`config.mk`:
```
export PLATFORM = sky130hd
export DESIGN_NAME = fcvt_vec_int
export DESIGN_NICKNAME = d
export VERILOG_FILES = /design/src/rtl/fcvt_pkg.sv /design/src/rtl/fcvt_lane.sv /design/src/rtl/fcvt_ctrl.sv /design/src/rtl/fcvt_vec_int.sv
export SDC_FILE = /design/constraint.sdc
export NUM_CORES = 1
export LEC_CHECK = 0
export ABC_AREA = 0
export BUFFER_PORTS_ARGS = -buffer_cell sky130_fd_sc_hd__clkbuf_2
export CAP_MARGIN = 15
export CORE_MARGIN = 1
export CORE_UTILIZATION = 50
export CTS_BUF_LIST = sky130_fd_sc_hd__clkbuf_4
export DETAILED_ROUTE_END_ITERATION = 7
export PLACE_DENSITY = 0.72
export SYNTH_ARGS = -nofsm -noshare
export SYNTH_HDL_FRONTEND = slang
export SYNTH_SLANG_ARGS = --single-unit
```
`constraint.sdc`:
```
create_clock -name clk -period 12.8 [get_ports clk]
set_input_delay 2.56 -clock clk [delete_from_list [all_inputs] [get_ports clk]]
set_output_delay 2.56 -clock clk [all_outputs]
set_load 0.03 [all_outputs]
```
`src/rtl/fcvt_pkg.sv`:
```
package fcvt_pkg;
    typedef enum logic [1:0] {
        OPK_WORD_S = 2'd0,
        OPK_WORD_U = 2'd1,
        OPK_LONG_LO = 2'd2,
        OPK_LONG_HI = 2'd3
    } opk_e;

    typedef enum logic [1:0] {
        RND_NEAR = 2'd0,
        RND_ZERO = 2'd1,
        RND_UP   = 2'd2,
        RND_DOWN = 2'd3
    } rnd_e;

    typedef enum logic [1:0] {
        ST_IDLE = 2'd0,
        ST_RUN  = 2'd1,
        ST_DONE = 2'd2
    } fsm_e;

    localparam int FP_W = 32;
    localparam int INT_W = 64;
endpackage

```
`src/rtl/fcvt_lane.sv`:
```
module fcvt_lane
    import fcvt_pkg::*;
(
    input  logic [FP_W-1:0]  fval,
    input  opk_e             kind,
    input  rnd_e             rnd,
    output logic [INT_W-1:0] ival,
    output logic             inv,
    output logic             inx
);
    localparam int FRAC_W = 23;
    localparam int WIDE_W = INT_W + FRAC_W + 1;

    logic              sgn;
    logic [7:0]        ex;
    logic [FRAC_W-1:0] fr;
    logic [WIDE_W-1:0] wide;
    logic [INT_W-1:0]  ipart;
    logic              rbit, sbit, huge, nan, inc, in_range;
    logic [INT_W:0]    mag;
    logic [INT_W-1:0]  sat;

    always_comb begin
        sgn   = fval[31];
        ex    = fval[30:23];
        fr    = fval[22:0];
        wide  = '0;
        ipart = '0;
        rbit  = 1'b0;
        sbit  = 1'b0;
        huge  = 1'b0;
        nan   = (ex == 8'hFF) && (fr != '0);
        if (ex >= 8'd191) begin
            huge = 1'b1;
        end else if (ex >= 8'd127) begin
            wide  = {{INT_W{1'b0}}, 1'b1, fr} << (ex - 8'd127);
            ipart = wide[WIDE_W-2:FRAC_W];
            rbit  = wide[FRAC_W-1];
            sbit  = |wide[FRAC_W-2:0];
        end else if (ex == 8'd126) begin
            rbit = 1'b1;
            sbit = |fr;
        end else begin
            sbit = (ex != 8'd0) || (fr != '0);
        end
    end

    always_comb begin
        unique case (rnd)
            RND_NEAR: inc = rbit & (sbit | ipart[0]);
            RND_ZERO: inc = 1'b0;
            RND_UP:   inc = ~sgn & (rbit | sbit);
            RND_DOWN: inc = sgn & (rbit | sbit);
            default:  inc = 1'b0;
        endcase
        mag = {1'b0, ipart} + {{INT_W{1'b0}}, inc};
    end

    always_comb begin
        unique case (kind)
            OPK_WORD_S: begin
                in_range = sgn ? (mag <= 65'h0_8000_0000) : (mag <= 65'h0_7FFF_FFFF);
                sat      = sgn ? 64'hFFFF_FFFF_8000_0000 : 64'h0000_0000_7FFF_FFFF;
            end
            OPK_WORD_U: begin
                in_range = sgn ? (mag == '0) : (mag <= 65'h0_FFFF_FFFF);
                sat      = sgn ? 64'h0 : 64'h0000_0000_FFFF_FFFF;
            end
            default: begin
                in_range = sgn ? (mag <= {2'b01, 63'h0}) : (mag[INT_W:INT_W-1] == 2'b00);
                sat      = sgn ? {1'b1, 63'h0} : {1'b0, {63{1'b1}}};
            end
        endcase
    end

    always_comb begin
        if (nan) begin
            ival = '0;
            inv  = 1'b1;
            inx  = 1'b0;
        end else if (huge || !in_range) begin
            ival = sat;
            inv  = 1'b1;
            inx  = 1'b0;
        end else begin
            ival = sgn ? (~mag[INT_W-1:0] + 1'b1) : mag[INT_W-1:0];
            inv  = 1'b0;
            inx  = rbit | sbit;
        end
    end
endmodule

```
`src/rtl/fcvt_ctrl.sv`:
```
module fcvt_ctrl
    import fcvt_pkg::*;
#(
    parameter int NLANE = 4,
    localparam int IW = $clog2(NLANE)
) (
    input  logic          clk,
    input  logic          rst_n,
    input  logic          start,
    input  logic [IW-1:0] last_idx,
    output logic          accept,
    output logic          lane_we,
    output logic [IW-1:0] idx,
    output logic          busy,
    output logic          done
);
    fsm_e st, st_nx;

    always_comb begin
        st_nx = st;
        unique case (st)
            ST_IDLE: if (start) st_nx = ST_RUN;
            ST_RUN:  if (idx == last_idx) st_nx = ST_DONE;
            ST_DONE: st_nx = ST_IDLE;
            default: st_nx = ST_IDLE;
        endcase
    end

    always_ff @(posedge clk or negedge rst_n) begin
        if (!rst_n) begin
            st  <= ST_IDLE;
            idx <= '0;
        end else begin
            st <= st_nx;
            if (st == ST_IDLE) idx <= '0;
            else if (st == ST_RUN) idx <= idx + 1'b1;
        end
    end

    always_comb begin
        accept  = (st == ST_IDLE) && start;
        lane_we = (st == ST_RUN);
        busy    = (st != ST_IDLE);
        done    = (st == ST_DONE);
    end

    a_r10_done_pulse: assert property (@(posedge clk) disable iff (!rst_n)
        done |=> !done);
    a_r10_accept_busy: assert property (@(posedge clk) disable iff (!rst_n)
        (start && !busy) |=> busy);
    a_r11_busy_no_accept: assert property (@(posedge clk) disable iff (!rst_n)
        busy |-> !accept);
endmodule

```
`src/rtl/fcvt_vec_int.sv`:
```
module fcvt_vec_int
    import fcvt_pkg::*;
#(
    parameter int VEC_W = 128,
    localparam int NLANE = VEC_W / FP_W,
    localparam int IW = $clog2(NLANE)
) (
    input  logic             clk,
    input  logic             rst_n,
    input  logic             start,
    input  logic [1:0]       op_kind,
    input  logic             use_fixed,
    input  logic [1:0]       fixed_rm,
    input  logic [1:0]       dyn_rm,
    input  logic [VEC_W-1:0] src,
    output logic             busy,
    output logic             done,
    output logic [VEC_W-1:0] result,
    output logic             flag_invalid,
    output logic             flag_inexact
);
    logic [VEC_W-1:0] src_q;
    opk_e             kind_q;
    rnd_e             rnd_q;
    logic [VEC_W-1:0] res_q;
    logic             inv_q, inx_q;

    logic             accept, lane_we;
    logic [IW-1:0]    idx, last_idx, sel;
    logic [FP_W-1:0]  lanes [NLANE];
    logic [FP_W-1:0]  cur;
    logic [INT_W-1:0] l_val;
    logic             l_inv, l_inx;
    logic [IW+4:0]    woff;
    logic [IW+5:0]    loff;
    rnd_e             rnd_in;

    for (genvar g = 0; g < NLANE; g++) begin : g_lane
        assign lanes[g] = src_q[FP_W*g +: FP_W];
    end

    always_comb begin
        if (opk_e'(op_kind) == OPK_WORD_U && use_fixed) rnd_in = RND_ZERO;
        else if (use_fixed) rnd_in = rnd_e'(fixed_rm);
        else rnd_in = rnd_e'(dyn_rm);
        last_idx = (kind_q == OPK_WORD_S || kind_q == OPK_WORD_U) ?
                   IW'(NLANE - 1) : IW'(NLANE / 2 - 1);
        sel  = (kind_q == OPK_LONG_HI) ? idx + IW'(NLANE / 2) : idx;
        cur  = lanes[sel];
        woff = {idx, 5'b0};
        loff = {idx, 6'b0};
    end

    fcvt_ctrl #(.NLANE(NLANE)) u_ctrl (
        .clk(clk), .rst_n(rst_n), .start(start), .last_idx(last_idx),
        .accept(accept), .lane_we(lane_we), .idx(idx), .busy(busy), .done(done)
    );

    fcvt_lane u_lane (
        .fval(cur), .kind(kind_q), .rnd(rnd_q),
        .ival(l_val), .inv(l_inv), .inx(l_inx)
    );

    always_ff @(posedge clk or negedge rst_n) begin
        if (!rst_n) begin
            src_q  <= '0;
            kind_q <= OPK_WORD_S;
            rnd_q  <= RND_NEAR;
            res_q  <= '0;
            inv_q  <= 1'b0;
            inx_q  <= 1'b0;
        end else if (accept) begin
            src_q  <= src;
            kind_q <= opk_e'(op_kind);
            rnd_q  <= rnd_in;
            res_q  <= '0;
            inv_q  <= 1'b0;
            inx_q  <= 1'b0;
        end else if (lane_we) begin
            if (kind_q == OPK_WORD_S || kind_q == OPK_WORD_U)
                res_q[woff +: FP_W] <= l_val[FP_W-1:0];
            else
                res_q[loff +: INT_W] <= l_val;
            inv_q <= inv_q | l_inv;
            inx_q <= inx_q | l_inx;
        end
    end

    assign result       = res_q;
    assign flag_invalid = inv_q;
    assign flag_inexact = inx_q;

    a_r7_nan_zero: assert property (@(posedge clk) disable iff (!rst_n)
        (lane_we && cur[30:23] == 8'hFF && cur[22:0] != '0) |-> (l_val == '0 && l_inv && !l_inx));
    a_r9_inv_masks_inx: assert property (@(posedge clk) disable iff (!rst_n)
        lane_we |-> !(l_inv && l_inx));
    a_r5_unsigned_neg_zero: assert property (@(posedge clk) disable iff (!rst_n)
        (lane_we && kind_q == OPK_WORD_U && cur[31]) |-> (l_val[FP_W-1:0] == '0));
    a_r11_src_held: assert property (@(posedge clk) disable iff (!rst_n)
        busy |=> $stable(src_q));
endmodule

```
# [Word level (Yosys, flattened, before mapping)]
# Cells that the tools add are included.
[totals] out_inout_bits=132 register_bits=266
[classes] addsub=7 muxes=46 n_shift=5 n_lt_le_gt_ge=7 eq_ne=13 bitwise_logic=10 reduce_logical=20
[ops] operator="2-to-1 mux 64 bit" count=7
[ops] operator="2-to-1 mux 128 bit" count=3
[ops] operator="bitwise mux 128 bit" count=2
[ops] operator="less-or-equal comparator 65 x 32 -> 1 bit, second input constant" count=2
[ops] operator="case mux 64 bit (2 select lines)" count=1
[ops] operator="variable shift 32 x 9 -> 128 bit, first input constant" count=1
[ops] operator="variable shift 64 x 10 -> 128 bit, first input constant" count=1
[ops] operator="variable part select 32 x 9 -> 128 bit" count=1
[ops] operator="variable part select 64 x 10 -> 128 bit" count=1
[ops] operator="2-to-1 mux 32 bit" count=3
[ops] operator="<< shifter 24 x 8 -> 87 bit" count=1
[ops] operator="adder 64 x 1 -> 65 bit" count=1
[ops] operator="less-or-equal comparator 65 x 31 -> 1 bit, second input constant" count=1
[ops] operator="less-or-equal comparator 65 x 64 -> 1 bit, second input constant" count=1
[ops] operator="zero test 65 bit" count=1
[ops] operator="adder 64 x 1 -> 64 bit, second input constant" count=1
[ops] operator="binary-select mux 32 bit (select 2 bit)" count=1
[ops] operator="inverter 64 bit" count=1
[ops] operator="nonzero test 23 bit" count=1
[ops] operator="OR reduction 23 bit" count=1
[ops] operator="OR reduction 22 bit" count=1
[ops] operator="2-to-1 mux 1 bit" count=18
[ops] operator="2-to-1 mux 2 bit" count=8
[ops] operator="negator 8 -> 10 bit" count=1
[ops] operator="other kinds (28)" count=48

# [Depth between registers and ports, before layout]
# Gate-level depths: netlist (run 1).
[depth] ltp_word=27 ltp_mapped=44 depth_no_buf=34

# [By module]
# A second synthesis (run 1) with hierarchy kept.
[unflattened] hier_cells=1925 area_unflattened_um2=18923.1
[modules_own_cells] module="fcvt_vec_int" cells_each=840 area_each_um2=11280.8 instances=1
[modules_own_cells] module="fcvt_lane" cells_each=1063 area_each_um2=7429.6 instances=1
[modules_own_cells] module="fcvt_ctrl" cells_each=22 area_each_um2=212.7 instances=1

# [Worst setup path after synthesis (run 1)]
# No wires, ideal clock.
[synth_path] kind="reg2reg" start="register u_ctrl.idx[0]" end="register res_q[98] (netlist: result[98])" arrival_time_ns=9.123 slack_ns=3.552 stages_incl_launch_ff=41 n_path_buf=13 setup_ns=0.126 required_time_ns=12.674 path_cell_list="dfrtp_1 > buf_4 > buf_6 > buf_6 > buf_6 > buf_6 > buf_6 > clkbuf_1 > mux4_2 > ha_1 > clkbuf_1 > clkbuf_1 > clkbuf_1 > clkbuf_1 > o211ai_1 > a221oi_1 > nor2_1 > nand4_1 > [... 5 more ...] > nand2_1 > a21oi_1 > ha_1 > ha_1 > o21ai_0 > a2111oi_0 > nand2_1 > or3_1 > xnor2_1 > or3_4 > or4_1 > buf_2 > o31ai_4 > nand3_1 > buf_2 > nor3_1 > a211oi_2 > a221o_1"
[synth_between] elab_chain_cells=27 elab_cells_between_ends=67 classes_between="add/sub (6); order compare (6); eq/ne (2); shift (5); mux (30); bitwise (8); reduce/logical (10)"
[synth_rtl] item="start: declaration" line_no="fcvt_ctrl.sv:13" source="output logic [IW-1:0] idx,"
[synth_rtl] item="start signal: assignment" line_no="fcvt_ctrl.sv:36" source="else if (st == ST_RUN) idx <= idx + 1'b1;"
[synth_rtl] item="adder 2 bit" line_no="fcvt_vec_int.sv:48" source="sel = (kind_q == OPK_LONG_HI) ? idx + IW'(NLANE / 2) : idx;"
[synth_rtl] item="2-to-1 mux 2 bit" line_no="fcvt_vec_int.sv:48"
[synth_rtl] item="inverter 2 -> 3 bit (implied by the code)" line_no="fcvt_vec_int.sv:49" source="cur = lanes[sel];"
[synth_rtl] item="binary-select mux 32 bit (select 2 bit)" line_no="fcvt_vec_int.sv:49"
[synth_rtl] item="2-to-1 mux 32 bit (implied by the code) (2 in a row)" line_no="fcvt_vec_int.sv:49"
[synth_rtl] item="subtractor 8 x 7 -> 8 bit (tied with other cells)" line_no="fcvt_lane.sv:36" source="wide = {{INT_W{1'b0}}, 1'b1, fr} << (ex - 8'd127);"
[synth_rtl] item="<< shifter 24 x 8 -> 87 bit or logical OR 1 bit (tied branches)" line_no="fcvt_lane.sv:36, fcvt_lane.sv:44"
[synth_rtl] item="OR reduction 22 bit or 2-to-1 mux 1 bit (tied branches)" line_no="fcvt_lane.sv:39, fcvt_lane.sv:40"
[synth_rtl] item="[... 10 more ...]"
[synth_rtl] item="logical OR 1 bit" line_no="fcvt_lane.sv:81" source="end else if (huge || !in_range) begin"
[synth_rtl] item="2-to-1 mux 64 bit" line_no="fcvt_lane.sv:81"
[synth_rtl] item="2-to-1 mux 64 bit" line_no="fcvt_lane.sv:77" source="if (nan) begin"
[synth_rtl] item="variable part select 64 x 10 -> 128 bit or variable part select 32 x 9 -> 128 bit (tied branches)" line_no="fcvt_vec_int.sv:83, fcvt_vec_int.sv:81"
[synth_rtl] item="bitwise mux 128 bit, on equally long branches" line_no="fcvt_vec_int.sv:83, fcvt_vec_int.sv:81"
[synth_rtl] item="2-to-1 mux 128 bit *" line_no="fcvt_vec_int.sv:80" source="if (kind_q == OPK_WORD_S || kind_q == OPK_WORD_U)"
[synth_rtl] item="2-to-1 mux 128 bit *" line_no="fcvt_vec_int.sv:79" source="end else if (lane_we) begin"
[synth_rtl] item="2-to-1 mux 128 bit *" line_no="fcvt_vec_int.sv:72" source="end else if (accept) begin"
[synth_rtl] item="end signal: indexed assignment" line_no="fcvt_vec_int.sv:81" source="res_q[woff +: FP_W] <= l_val[FP_W-1:0];"
[synth_rtl] item="end signal: indexed assignment" line_no="fcvt_vec_int.sv:83" source="res_q[loff +: INT_W] <= l_val;"
[synth_rtl] item="end: declaration" line_no="fcvt_vec_int.sv:25" source="logic [VEC_W-1:0] res_q;"
# Mark *: on every way between the ends. The rest lies on a longest branch, timed or not. The select of a mux whose other input is x is not followed.
# A chain may end at the register's enable or synchronous reset.

# [Final worst setup path (run 1)]
[layout_path] start="register kind_q[1]" end="register res_q[108] (netlist: result[108])"
[layout_between] elab_chain_cells=27 elab_cells_between_ends=66 classes_between="add/sub (3); order compare (6); eq/ne (4); shift (3); mux (30); bitwise (8); reduce/logical (12)"
[layout_rtl] item="start: declaration" line_no="fcvt_vec_int.sv:23" source="opk_e kind_q;"
[layout_rtl] item="start signal: assignment" line_no="fcvt_vec_int.sv:74" source="kind_q <= opk_e'(op_kind);"
[layout_rtl] item="equality test 2 bit" line_no="fcvt_vec_int.sv:48"
[layout_rtl] item="2-to-1 mux 2 bit" line_no="fcvt_vec_int.sv:48"
[layout_rtl] item="inverter 2 -> 3 bit (implied by the code)" line_no="fcvt_vec_int.sv:49"
[layout_rtl] item="binary-select mux 32 bit (select 2 bit)" line_no="fcvt_vec_int.sv:49"
[layout_rtl] item="2-to-1 mux 32 bit (implied by the code) (2 in a row)" line_no="fcvt_vec_int.sv:49"
[layout_rtl] item="subtractor 8 x 7 -> 8 bit (tied with other cells)" line_no="fcvt_lane.sv:36"
[layout_rtl] item="<< shifter 24 x 8 -> 87 bit or logical OR 1 bit (tied branches)" line_no="fcvt_lane.sv:36, fcvt_lane.sv:44"
[layout_rtl] item="OR reduction 22 bit or 2-to-1 mux 1 bit (tied branches)" line_no="fcvt_lane.sv:39, fcvt_lane.sv:40"
[layout_rtl] item="[... 10 more ...]"
[layout_rtl] item="logical OR 1 bit" line_no="fcvt_lane.sv:81"
[layout_rtl] item="2-to-1 mux 64 bit" line_no="fcvt_lane.sv:81"
[layout_rtl] item="2-to-1 mux 64 bit" line_no="fcvt_lane.sv:77"
[layout_rtl] item="variable part select 64 x 10 -> 128 bit or variable part select 32 x 9 -> 128 bit (tied branches)" line_no="fcvt_vec_int.sv:83, fcvt_vec_int.sv:81"
[layout_rtl] item="bitwise mux 128 bit, on equally long branches" line_no="fcvt_vec_int.sv:83, fcvt_vec_int.sv:81"
[layout_rtl] item="2-to-1 mux 128 bit *" line_no="fcvt_vec_int.sv:80"
[layout_rtl] item="2-to-1 mux 128 bit *" line_no="fcvt_vec_int.sv:79"
[layout_rtl] item="2-to-1 mux 128 bit *" line_no="fcvt_vec_int.sv:72"
# Marked as above.

==> reports/metrics.csv, run 1 <==
metric,value,unit
status,completed,
die area,38200,um^2
CP required,13490,ps
Yosys top cell area share,0.356,
GRT Util Overall,0.400,
Tmin final,11750,ps
Die Height,195,um
largest fanout on the critical path,27,
final setup violation count,0,
number of port buffers,269,
WL final,76100,um
drc violations,0,
vias in the first global route,19200,
synthesized area per cell,8.01,um^2
Yosys warning count,0,
Synth area leaders,"dfrtp_1 36%, nand2_1 13%, mux2i_1 3.6%",
Critical Path AT,12440,ps
Worst-Skew Late Latency,800,ps
Chip Width,195,um
starting density of the core,0.510,
max_cap viols,0,
Synth Register Bits,266,
Sum Neg Setup Slack,0,ps
"Async S/R FF share, synth",1.00,
first-pass GRT wire length,117000,um
"Distinct cells, synth",99,
Mapped Area,18700,um^2
largest net degree at the start of global routing,152,
Setup crit end kind,register,
relative slew slack,0.255,
Storage cell area,6660,um^2
Worst-Margin Slew,1120,ps
hold_buf cts,0,
max incr delay on CP,810,ps
post-route ant nets,0,
Syn-to-layout area delta,13.9,%
placer congestion estimate,1.05,
Root Buffer,clkbuf_4,
Syn Nets,2483,
f_max,85.1,MHz
gr ovfl total,0,
Max Buffers Root-to-Sink,3,
final instance area,21300,um^2
via/cell ratio,6.52,
post-synth top area cell,dfrtp_1,
Final Hold Viols,0,
Num CTS Buffers,72,
half-perimeter wire length after placement,58000,um
RSZ-0062 raised after global routing,false,
via count,20100,
Clock Sink Count,266,
Core ar.,36700,um^2
most frequent CP cell,nand2_1,
"count leader, synth",nand2_1,
# H-tree levels,3,
Post-synth EDFFs,0,
Initial DRC Count,2321,
crit path kind,reg2reg,
Cell Rows,70,
HP Class,reg2reg,
I/O pins,270,
share of the yosys chip area belonging to registers,0.356,
Worst setup SP type,register,
dominant synthesized flop cell,dfrtp_1,
Filler Cell Count,3397,
Cells after Synth,2334,
slowest stage cell on the critical path,a2111oi_0,
layout cells sized above 1,0.208,
Area after DPL,20400,um^2
top post-synthesis cells by count,"625 x nand2_1, 266 x dfrtp_1, 123 x nor2_1, 107 x o21ai_0, 102 x clkbuf_1",
CTS tree,done,
"Slew Viols, Final",0,
Pre-antenna DRT Iters,6,
area of the multi-input gates,11200,um^2
mean routed wirelength per cell,24.7,um
Final period util,0.918,
Final nets,2717,
clock skew,82.7,ps
initial antenna violation count,2,
clk slew on worst S/H paths,70,ps
[kinds of logic (layout without fill, tap and decap cells)]
logic type,Yosys count,count (layout),synth area share
AOI/OAI and AO/OA,626,626,0.236
xor gates and xnor gates,43,43,0.0201
adders and majority gates,11,11,0.00736
buffers and inverters,205,485,0.0496
DFF,266,266,0.356
muxes,104,104,0.0701
other,0,2,0
and+or+nand+nor,1079,1079,0.261
[area by class of cell]
type                       instances  area share
tap                              468      0.0275
sequential                       266       0.313
timing repair buffer             327      0.0854
clock inverter                    13     0.00523
inverter                          38     0.00670
clock buffer                     107      0.0377
multi-input combinational       1863       0.525
antenna                            2    0.000235
[final timing paths]
kind,endpoint,startpoint,depth (start not counted),slack [ps]
setup reg to reg,result[108],kind_q[1],35,1050
min in group asynchronous,src_q[9],rst_n,1,1780
max in group asynchronous,u_ctrl.idx[0],rst_n,2,9630
setup / recovery,result[108],kind_q[1],35,1050
hold reg to reg,src_q[94],src_q[94],2,470
hold / removal,src_q[94],src_q[94],2,470
[per-stage QoR]
| stage | util | worst slack, ps | hold slack (ps) | cells |
|---|---|---|---|---|
| 2_1_floorplan | - | 3550 | 440 | 2334 |
| 3_3_place_gp | 0.554 | 1480 | 453 | 2960 |
| 3_5_place_dp | 0.555 | 1080 | 460 | 2961 |
| 4_1_cts | 0.580 | 986 | 475 | 3081 |
| 5_1_grt | 0.580 | 191 | 486 | 3084 |
| 6_report | 0.580 | 1050 | 470 | 3084 |
[layer usage]
metal | share of wire | track usage | vias up
li1 | - | - | 9012
met1 | 0.42 | 0.551 | 9765
met2 | 0.44 | 0.604 | 1139
met3 | 0.088 | 0.0794 | 188
met4 | 0.045 | 0.185 | 0
met5 | 0 | 0 | -
[worst max-delay path: cells and delay by family (launching register included)]
kind / cells / cell delay [ps]
and+or+nand+nor: 14 / 4840
buffers and inverters: 4 / 1120
xor gates and xnor gates: 1 / 210
AOI/OAI and AO/OA: 13 / 3690
DFF: 1 / 790
adders and majority gates: 3 / 960
[layout by cell type (no fill, tap or decap), types with 39 or more instances in the layout]
master / synthesis / layout
o21ai_1: 45 / 45
a21oi_1: 82 / 81
nand3_1: 68 / 68
a211oi_1: 39 / 39
nor3_1: 45 / 45
nand2_1: 625 / 624
nor2_1: 123 / 120
o21ai_0: 107 / 107
clkbuf_4: 0 / 107
dfrtp_1: 266 / 265
buf_4: 7 / 55
clkbuf_2: 0 / 268
mux2i_1: 68 / 68
[flip-flops by register name (all words and copies together), names as in the netlist]
name / count
src_q: 128
rnd_q: 2
u_ctrl.idx: 2
flag_invalid: 1
u_ctrl.st: 2
flag_inexact: 1
result: 128
kind_q: 2
[repair_timing]
action                                  4_1_cts  5_1_grt
endpoints found under the hold margin         0        0
endpoints found under the setup margin        0       25
buffers inserted                              0        0
resized for setup                             0        1
Power of run 1 is not shown: default switching activity piles up to over one toggle a cycle in this logic, so the estimate is an artifact.
==> run 2, diff against run 1 <==
- CORE_MARGIN: 1 -> 2
- SLEW_MARGIN: unset -> 20
==> run 2 against run 1 <==
Effect of this change:
- final area down 0.39%
- via count up 0.12%
- sequential cell count unchanged
- critical path depth up 1
- count of clock-buffer cells in the layout down 7
- global-route usage down 1.6 points
- maximum frequency down 1.6%
- routed wire length down 1.6%
- clock skew down 14 ps
- register-to-register slack worse by 190 ps
- first-iteration DRC count down 5.3%
- critical path type unchanged
- critical endpoint is now result[55]
- highest routed layer unchanged
==> reports/metrics.csv, run 2 (same netlist as run 1, synthesis figures left out) <==
metric,value,unit,change
f_max,83.7,MHz,-1.6%
Filler Cell Count,3465,,+2.0%
placer congestion estimate,1.03,,-1.6%
Num CTS Buffers,71,,-1.4%
"Slew Viols, Final",0,,unchanged
Die Height,197,um,+1.0%
"commonest non-fill, non-tap cell in the layout",nand2_1,,
most frequent CP cell,nand2_1,,
slowest stage cell on the critical path,dfrtp_1,,
RSZ-0062 raised after global routing,false,,
# H-tree levels,3,,unchanged
Core ar.,36700,um^2,unchanged
CP required,13390,ps,-100 ps
Root Buffer,clkbuf_4,,
WL final,74800,um,-1.6%
Initial DRC Count,2198,,-5.3%
CTS tree,done,,
Tmin final,11950,ps,+194 ps
Final Hold Viols,0,,unchanged
Worst-Margin Slew,1190,ps,+76.3 ps
starting density of the core,0.510,,unchanged
die area,39000,um^2,+2.1%
Cell Rows,70,,unchanged
Chip Width,197,um,+1.0%
clk slew on worst S/H paths,60,ps,about the same
final core area utilization,0.578,,-0.00225
max incr delay on CP,750,ps,-60 ps
vias in the first global route,19200,,-0.15%
via/cell ratio,6.56,,+0.64%
gr ovfl total,0,,unchanged
Clock Sink Count,266,,unchanged
HP Class,reg2reg,,
number of port buffers,269,,unchanged
via count,20100,,+0.12%
GRT Util Overall,0.383,,-0.0161
Final period util,0.933,,+0.0151
WHS Path Cells,2,,unchanged
Sum Neg Setup Slack,0,ps,unchanged
largest fanout on the critical path,52,,+93%
clock skew,68.4,ps,-14.3 ps
layout cells sized above 1,0.204,,-0.00411
half-perimeter wire length after placement,56200,um,-3.2%
Pre-antenna DRT Iters,6,,unchanged
Critical Path AT,12540,ps,+100 ps
max_cap viols,0,,unchanged
status,completed,,
relative slew slack,0.201,,-0.0538
Max Buffers Root-to-Sink,3,,unchanged
Final nets,2702,,-0.55%
crit path kind,reg2reg,,
largest net degree at the start of global routing,125,,-18%
Worst setup SP type,register,,
Syn-to-layout area delta,13.4,%,
final setup violation count,0,,unchanged
Worst-Skew Late Latency,800,ps,about the same
mean routed wirelength per cell,24.4,um,-1.1%
drc violations,0,,unchanged
post-route ant nets,0,,unchanged
I/O pins,270,,unchanged
initial antenna violation count,1,,-1
reg2reg path depth,36,,+2.9%
Setup crit end kind,register,,
first-pass GRT wire length,115000,um,-1.9%
most frequent cells in the layout,"624 x nand2_1, 268 x clkbuf_2, 265 x dfrtp_1",,
==> run 2: metal layers <==
layer / GRT usage / vias up / share of wire / wire [um]
met4: 0.188 / 0 / 0.052 / 3920
li1: - / 8982 / - / -
met5: 0 / - / 0 / 0
met2: 0.579 / 1197 / 0.44 / 33000
met1: 0.523 / 9700 / 0.41 / 31000
met3: 0.0830 / 249 / 0.092 / 6850
==> run 2: cell type report <==
type / count / area (um^2) / share of cell area
antenna: 2 / 5.00 / 0.000236
clock buffer: 100 / 751 / 0.0354
sequential: 266 / 6660 / 0.314
multi-input combinational: 1863 / 11200 / 0.528
inverter: 38 / 143 / 0.00672
tap: 468 / 586 / 0.0276
timing repair buffer: 313 / 1680 / 0.0794
clock inverter: 18 / 190 / 0.00896
==> run 2: worst max-delay path: cells and delay by family, from the launching register on <==
kind,cells,cell delay [ps]
AOI/OAI and AO/OA,13,4440
and+or+nand+nor,14,3770
buffers and inverters,5,1570
adders and majority gates,3,970
DFF,1,750
xor gates and xnor gates,1,230
==> run 2: worst paths after layout <==
path,slack (ps),from,endpoint
worst min register to register,470,result[75],result[75]
worst max-delay path,850,kind_q[1],result[55]
min in group asynchronous,1830,rst_n,src_q[9]
worst max register to register,850,kind_q[1],result[55]
max in group asynchronous,8420,rst_n,u_ctrl.idx[0]
worst min-delay path,470,result[75],result[75]
==> run 2: timing repair <==
item,4_1_cts,5_1_grt
hold endpoints to repair,0,0
endpoints found under the setup margin,0,12
resized for setup,0,3
hold buffers,0,0
buffers inserted,0,0
==> run 2: per-stage QoR <==
step	worst slack, ps	hold slack (ps)	cell area [um^2]	std cells
after CTS	1010	477	21200	3066
after floorplan	3550	440	18700	2334
after detailed placement	1060	462	20300	2948
final	855	475	21200	3068
after global routing	12.3	500	21200	3068
after global placement	1370	454	20300	2947
Power of run 2 is left out for the same reason.
